==> config.mk <==
export PLATFORM = sky130hd
export DESIGN_NAME = sadc_ctrl_front
export DESIGN_NICKNAME = d
export VERILOG_FILES = /design/src/rtl/sadc_pkg.sv /design/src/rtl/sadc_sync.sv /design/src/rtl/sadc_frame.sv /design/src/rtl/sadc_sdo.sv /design/src/rtl/sadc_ctrl_front.sv
export SDC_FILE = /design/constraint.sdc
export NUM_CORES = 1
export LEC_CHECK = 0
export ABC_AREA = 1
export CAP_MARGIN = 15
export CORE_UTILIZATION = 52
export CTS_CLUSTER_SIZE = 25
export DETAILED_ROUTE_END_ITERATION = 10
export GPL_ROUTABILITY_DRIVEN = 0
export GPL_TIMING_DRIVEN = 0
export PLACE_DENSITY = 0.8
export SETUP_SLACK_MARGIN = 0.05
export SYNTH_ARGS = -nofsm -noshare
export SYNTH_HDL_FRONTEND = slang
export SYNTH_SLANG_ARGS = --single-unit
export TNS_END_PERCENT = 30
==> constraint.sdc <==
create_clock -name clk -period 1.3 [get_ports clk]
set_input_delay 0.39 -clock clk [delete_from_list [all_inputs] [get_ports clk]]
set_output_delay 0.39 -clock clk [all_outputs]
set_load 0.03 [all_outputs]
==> src/rtl/sadc_pkg.sv <==
package sadc_pkg;
    typedef enum logic [1:0] {
        FR_HUNT  = 2'd0,
        FR_SHIFT = 2'd1,
        FR_DONE  = 2'd2
    } fr_state_e;
endpackage

==> src/rtl/sadc_sync.sv <==
module sadc_sync #(
    parameter int          W      = 3,
    parameter int          STAGES = 2,
    parameter logic [W-1:0] RST_V = '0
) (
    input  logic         clk,
    input  logic         rst_n,
    input  logic [W-1:0] async_i,
    output logic [W-1:0] sync_o
);
    logic [STAGES-1:0][W-1:0] stg_d, stg_q;

    always_comb begin
        stg_d[0] = async_i;
        for (int i = 1; i < STAGES; i++) stg_d[i] = stg_q[i-1];
    end

    always_ff @(posedge clk or negedge rst_n) begin
        if (!rst_n) stg_q <= {STAGES{RST_V}};
        else        stg_q <= stg_d;
    end

    assign sync_o = stg_q[STAGES-1];
endmodule

==> src/rtl/sadc_frame.sv <==
module sadc_frame
    import sadc_pkg::*;
#(
    parameter int CTRL_W    = 8,
    parameter int SEL_W     = 3,
    parameter int TRACK_BIT = 4,
    parameter int HOLD_BIT  = 6
) (
    input  logic             clk,
    input  logic             rst_n,
    input  logic             cs_s,
    input  logic             sclk_s,
    input  logic             din_s,
    input  logic             conv_done,
    output logic             result_load,
    output logic             track,
    output logic             hold,
    output logic             conv_start,
    output logic [SEL_W-1:0] ch_sel,
    output logic             clk_int,
    output logic             ref_int,
    output logic [1:0]       mode
);
    localparam int CNT_W = $clog2(CTRL_W + 1);
    localparam int SEL_HI = HOLD_BIT - 2;

    typedef struct packed {
        fr_state_e         st;
        logic [CTRL_W-1:0] sr;
        logic [CNT_W-1:0]  cnt;
        logic              sclk_p;
        logic              track;
        logic              hold;
        logic              start;
        logic [SEL_W-1:0]  sel;
        logic              clk_int;
        logic              ref_int;
        logic [1:0]        mode;
    } fr_t;

    fr_t fr_d, fr_q;
    logic rise, fall;

    assign rise = sclk_s & ~fr_q.sclk_p;
    assign fall = ~sclk_s & fr_q.sclk_p;
    assign result_load = conv_done & fr_q.hold;

    always_comb begin
        fr_d        = fr_q;
        fr_d.start  = 1'b0;
        fr_d.sclk_p = sclk_s;
        if (result_load) begin
            fr_d.hold  = 1'b0;
            fr_d.track = 1'b1;
        end
        if (cs_s) begin
            fr_d.st  = FR_HUNT;
            fr_d.cnt = '0;
            fr_d.sr  = '0;
            if (!fr_q.hold) fr_d.track = 1'b0;
        end else begin
            unique case (fr_q.st)
                FR_HUNT: begin
                    if (rise && din_s) begin
                        fr_d.sr  = CTRL_W'(1);
                        fr_d.cnt = CNT_W'(1);
                        fr_d.st  = FR_SHIFT;
                    end
                end
                FR_SHIFT: begin
                    if (rise) begin
                        fr_d.sr  = {fr_q.sr[CTRL_W-2:0], din_s};
                        fr_d.cnt = fr_q.cnt + CNT_W'(1);
                        if (fr_q.cnt == CNT_W'(CTRL_W - 1)) begin
                            fr_d.st   = FR_DONE;
                            fr_d.mode = {fr_q.sr[0], din_s};
                        end
                    end else if (fall) begin
                        if (fr_q.cnt == CNT_W'(TRACK_BIT) && !fr_q.hold)
                            fr_d.track = 1'b1;
                        if (fr_q.cnt == CNT_W'(HOLD_BIT) && !fr_q.hold) begin
                            fr_d.hold    = 1'b1;
                            fr_d.track   = 1'b0;
                            fr_d.start   = 1'b1;
                            fr_d.sel     = fr_q.sr[SEL_HI -: SEL_W];
                            fr_d.clk_int = fr_q.sr[1];
                            fr_d.ref_int = fr_q.sr[0];
                        end
                    end
                end
                default: ;
            endcase
        end
    end

    always_ff @(posedge clk or negedge rst_n) begin
        if (!rst_n) begin
            fr_q    <= '0;
            fr_q.st <= FR_HUNT;
        end else begin
            fr_q <= fr_d;
        end
    end

    assign track      = fr_q.track;
    assign hold       = fr_q.hold;
    assign conv_start = fr_q.start;
    assign ch_sel     = fr_q.sel;
    assign clk_int    = fr_q.clk_int;
    assign ref_int    = fr_q.ref_int;
    assign mode       = fr_q.mode;


    lead_zero_ignored_chk: assert property (@(posedge clk) disable iff (!rst_n)
        (fr_q.st == FR_HUNT && !cs_s && rise && !din_s) |=> fr_q.st == FR_HUNT);

    track_hold_excl_chk: assert property (@(posedge clk) disable iff (!rst_n)
        !(fr_q.track && fr_q.hold));

    start_single_pulse_chk: assert property (@(posedge clk) disable iff (!rst_n)
        fr_q.start |=> !fr_q.start);

    start_with_hold_chk: assert property (@(posedge clk) disable iff (!rst_n)
        $rose(fr_q.start) |-> fr_q.hold);

    done_back_to_track_chk: assert property (@(posedge clk) disable iff (!rst_n)
        (conv_done && fr_q.hold) |=> (!fr_q.hold && fr_q.track));

    cs_abort_to_hunt_chk: assert property (@(posedge clk) disable iff (!rst_n)
        (cs_s && fr_q.st != FR_HUNT) |=> fr_q.st == FR_HUNT);
endmodule

==> src/rtl/sadc_sdo.sv <==
module sadc_sdo #(
    parameter int RES_W = 8
) (
    input  logic             clk,
    input  logic             rst_n,
    input  logic             cs_s,
    input  logic             sclk_s,
    input  logic             load,
    input  logic [RES_W-1:0] result,
    output logic             sdo,
    output logic             sdo_en
);
    typedef struct packed {
        logic             en;
        logic             cs_p;
        logic             sclk_p;
        logic [RES_W-1:0] sr;
    } so_t;

    so_t so_d, so_q;

    always_comb begin
        so_d        = so_q;
        so_d.en     = ~cs_s;
        so_d.cs_p   = cs_s;
        so_d.sclk_p = sclk_s;
        if (load)
            so_d.sr = result;
        else if (so_q.cs_p && !cs_s)
            so_d.sr = '0;
        else if (!cs_s && so_q.sclk_p && !sclk_s)
            so_d.sr = {so_q.sr[RES_W-2:0], 1'b0};
    end

    always_ff @(posedge clk or negedge rst_n) begin
        if (!rst_n) begin
            so_q      <= '0;
            so_q.cs_p <= 1'b1;
        end else begin
            so_q <= so_d;
        end
    end

    assign sdo    = so_q.en & so_q.sr[RES_W-1];
    assign sdo_en = so_q.en;


    sdo_quiet_when_off_chk: assert property (@(posedge clk) disable iff (!rst_n)
        !so_q.en |-> !sdo);

    sdo_load_msb_chk: assert property (@(posedge clk) disable iff (!rst_n)
        load |=> so_q.sr == $past(result));
endmodule

==> src/rtl/sadc_ctrl_front.sv <==
module sadc_ctrl_front #(
    parameter int CTRL_W    = 8,
    parameter int RES_W     = 8,
    parameter int SEL_W     = 3,
    parameter int SYNC_N    = 2,
    parameter int TRACK_BIT = 4,
    parameter int HOLD_BIT  = 6
) (
    input  logic             clk,
    input  logic             rst_n,
    input  logic             cs_n,
    input  logic             sclk,
    input  logic             din,
    input  logic             conv_done,
    input  logic [RES_W-1:0] conv_result,
    output logic             track,
    output logic             hold,
    output logic             conv_start,
    output logic [SEL_W-1:0] ch_sel,
    output logic             clk_int,
    output logic             ref_int,
    output logic [1:0]       mode,
    output logic             sdo,
    output logic             sdo_en
);
    localparam int PIN_W = 3;

    logic [PIN_W-1:0] pins_s;
    logic cs_s, sclk_s, din_s, result_load;

    sadc_sync #(.W(PIN_W), .STAGES(SYNC_N), .RST_V(3'b100)) u_sync (
        .clk(clk), .rst_n(rst_n),
        .async_i({cs_n, sclk, din}),
        .sync_o(pins_s)
    );

    assign cs_s   = pins_s[2];
    assign sclk_s = pins_s[1];
    assign din_s  = pins_s[0];

    sadc_frame #(.CTRL_W(CTRL_W), .SEL_W(SEL_W), .TRACK_BIT(TRACK_BIT),
                 .HOLD_BIT(HOLD_BIT)) u_frame (
        .clk(clk), .rst_n(rst_n),
        .cs_s(cs_s), .sclk_s(sclk_s), .din_s(din_s),
        .conv_done(conv_done), .result_load(result_load),
        .track(track), .hold(hold), .conv_start(conv_start),
        .ch_sel(ch_sel), .clk_int(clk_int), .ref_int(ref_int), .mode(mode)
    );

    sadc_sdo #(.RES_W(RES_W)) u_sdo (
        .clk(clk), .rst_n(rst_n),
        .cs_s(cs_s), .sclk_s(sclk_s),
        .load(result_load), .result(conv_result),
        .sdo(sdo), .sdo_en(sdo_en)
    );
endmodule

==> out/summary.txt <==
MaxCap Viol Count = 0
Post-synth cell types = 22
CTS tree = built
Fmax = 718 MHz
First-pass GRT wire length = 5600 µm
Vias in the first global route = 1279
Overflow after GRT = 0
Post-route cell area = 2470 µm²
Largest net degree at the start of global routing = 39
Overall routed net length = 4760 µm
I/O Pins = 26
Status = finished, violations left
Commonest non-fill, non-tap cell in the layout = dfrtp_1
Crit. End Element = output pin
Final Cycle Share = 107%
Post-Synth Adder-Cell Area = 2.24%
Total GRT Usage = 22.5%
Hold buffers post-CTS = 0
Number of synthesized register bits = 38
Largest cells by area after synthesis = dfrtp_1 52%, nand2_1 9.6%, inv_1 5.8%
Maximum fanout along the worst path = 2
Std-Cell Rows = 20
DRT Pass-1 Iters = 4
Skew final = 0.0169 ns
Root buffer cell = clkbuf_4
Layout area overhead = 47.2%
Final min period = 1.39 ns
Syn nets = 196
Vias post-DR = 1537
Leak Pwr = 0.00118 µW
Worst-case reg-to-reg path depth = 7
Die Y = 58.8 µm
CTS H-tree lvls = 2
Syn_area_per_cell = 9.37 µm²
Die boundary width = 58.8 µm
Initial antenna violation count = 0
Max VDD drop = 0.000710 V
Fill count = 162
# diodes = 0
Slew HR = 44.2%
Multi-input gate area = 736 µm²
Compound-gate portion of the synthesized area = 10.1%
CP startpoint kind = register
Most frequent cells in the layout = 33 x dfrtp_1, 30 x nand2_1, 25 x buf_4, 22 x inv_1, 18 x buf_6
Initial Utilization = 54.9%
Post-synthesis sequential area ratio = 56.9%
Synthesized area = 1680 µm²
Avg WL per Cell = 16.8 µm
Mux cell area share after synthesis = 0%
Failing checks = setup timing
Hold Crit Class = input pin to asynchronous set/reset pin
Clock latency at the later pin of the worst-skew pair = 0.35 ns
Post-layout util = 80.8%
Max-slew violations = 0
Largest family of logic cells by synthesized area = simple AND/OR/NAND/NOR gates
Xor/xnor share of the synthesized area = 0.522%
Leading area contributor after synthesis = dfrtp_1
CTS buffer count = 5
Synth warn = 0
Unrepaired setup endpoints after global routing = true
Synth top area share = 52.2%
Share of layout cells above drive strength 1 = 39.7%
PortBufs = 25
Worst-margin pin slew = 0.837 ns
Fin worst setup slack = -0.0934 ns
Fin Setup TNS = -0.380 ns
Final hold vios = 0
Syn Inst Count = 179
Max Buffers Root-to-Sink = 2
Post-route antenna net violation count = 0
CTS clk-pin slew, worst paths = 0.12 ns
CP peak stage delay = 0.40 ns
Dpl cell area = 1980 µm²
Post-DP HPWL = 2110 µm
Synth Area in Simple Gates = 20.7%
Worst EP arrival = 1.00 ns
Crit path max-delay cell type = dfrtp_1
Layout net count = 255
Die ar. = 3460 µm²
Vias per Instance = 5.43
# clock sinks = 38
Req. time, crit path = 0.91 ns
Reg area = 957 µm²
Pwr/cell area = 899 nW/µm²
Residual DRC count = 0
Detailed router's first-iteration violation count = 147
CP cell instances = nand2_1, inv_1, buf_6
PnR Total Power = 2220 µW
Worst setup path class = register to output pin
Final number of setup-violating endpoints = 8
Placeable Area = 3050 µm²
timing repair:
item                       CTS  global route
gates resized for setup     93            58
setup buffers                9            20
pin swaps                    3            21
gates cloned                 0             2
setup endpoints to repair   37            38
stage by stage:
step                worst slack [ns]  cells  hold WS [ns]
CTS                          -0.0880    262         0.150
detailed placement            -0.388    248         0.340
floorplan                     0.0606    179        0.0944
finish                       -0.0934    283         0.123
global placement              -0.933    248         0.331
global route                  -0.136    283         0.183
final cells by class:
| class | count | share of cell area (%) |
|---|---|---|
| clock buffers | 8 | 1.98 |
| repair inverters | 1 | 0.304 |
| plain buffers | 3 | 1.22 |
| well taps | 44 | 2.23 |
| repair buffers | 55 | 21.0 |
| flip-flops and latches | 38 | 38.8 |
| inverters | 28 | 4.61 |
| multi-input cells | 106 | 29.8 |
kinds of logic after synthesis:
kind of cell,after synthesis
buf+inv,35
fa+ha+maj,3
flops,38
simple gates,73
compound gates,29
xor+xnor,1
worst paths after layout:
check,from,to,slack [ns]
worst max-delay path,u_sdo.so_q[7],sdo,-0.09
worst min-delay path,rst_n,u_sdo.so_q[1],0.12
worst max register to register,u_frame.hold,u_frame.track,-0.03
worst min register to register,u_sync.stg_d[4],u_sync.sync_o[1],0.36
max in group asynchronous,rst_n,u_frame.fr_q[12],0.58
min in group clk,u_sync.stg_d[4],u_sync.sync_o[1],0.36
critical path, delay by kind of cell, from the launching register on:
kind,cells,cell delay [ns]
buffers and inverters,2,0.18
AND/OR/NAND/NOR,1,0.07
flip-flops,1,0.40
where the power goes:
group | switching (µW) | total, µW | internal, µW
clock | 375 | 591 | 216
combinational | 220 | 372 | 152
sequential | 34.6 | 1250 | 1220
total | 630 | 2220 | 1590
routing by layer:
| layer | up-vias | track usage, % | share of wire [%] |
|---|---|---|---|
| li1 | 690 | - | - |
| met1 | 744 | 26.9 | 37 |
| met2 | 84 | 36.7 | 52 |
| met3 | 19 | 6.37 | 7.0 |
| met4 | 0 | 11.9 | 4.0 |
| met5 | - | 0 | 0 |
synthesized netlist by cell type:
library cell / number
nand2_1: 43
dfrtp_1: 35
inv_1: 26
o21ai_0: 18
nand3_1: 15
buf_4: 5
o2bb2ai_1: 5
nor2_1: 4
o22ai_1: 4
dfstp_2: 3
ha_1: 3
nand4_1: 3
nor2_4: 3
a21oi_1: 2
nand2_2: 2
nand3_2: 2
buf_2: 1
buf_6: 1
clkinv_1: 1
inv_2: 1
nand2_4: 1
xor2_1: 1
flip-flops by register name, indices dropped and copies added, names as in the netlist, 2 cells and up:
register and cells:
u_frame.fr_q 11, u_frame.ch_sel 3, u_sync.sync_o 3, u_frame.mode 2, u_sdo.so_q 10, u_sync.stg_d 3
Power figures use the tool's default switching activity.
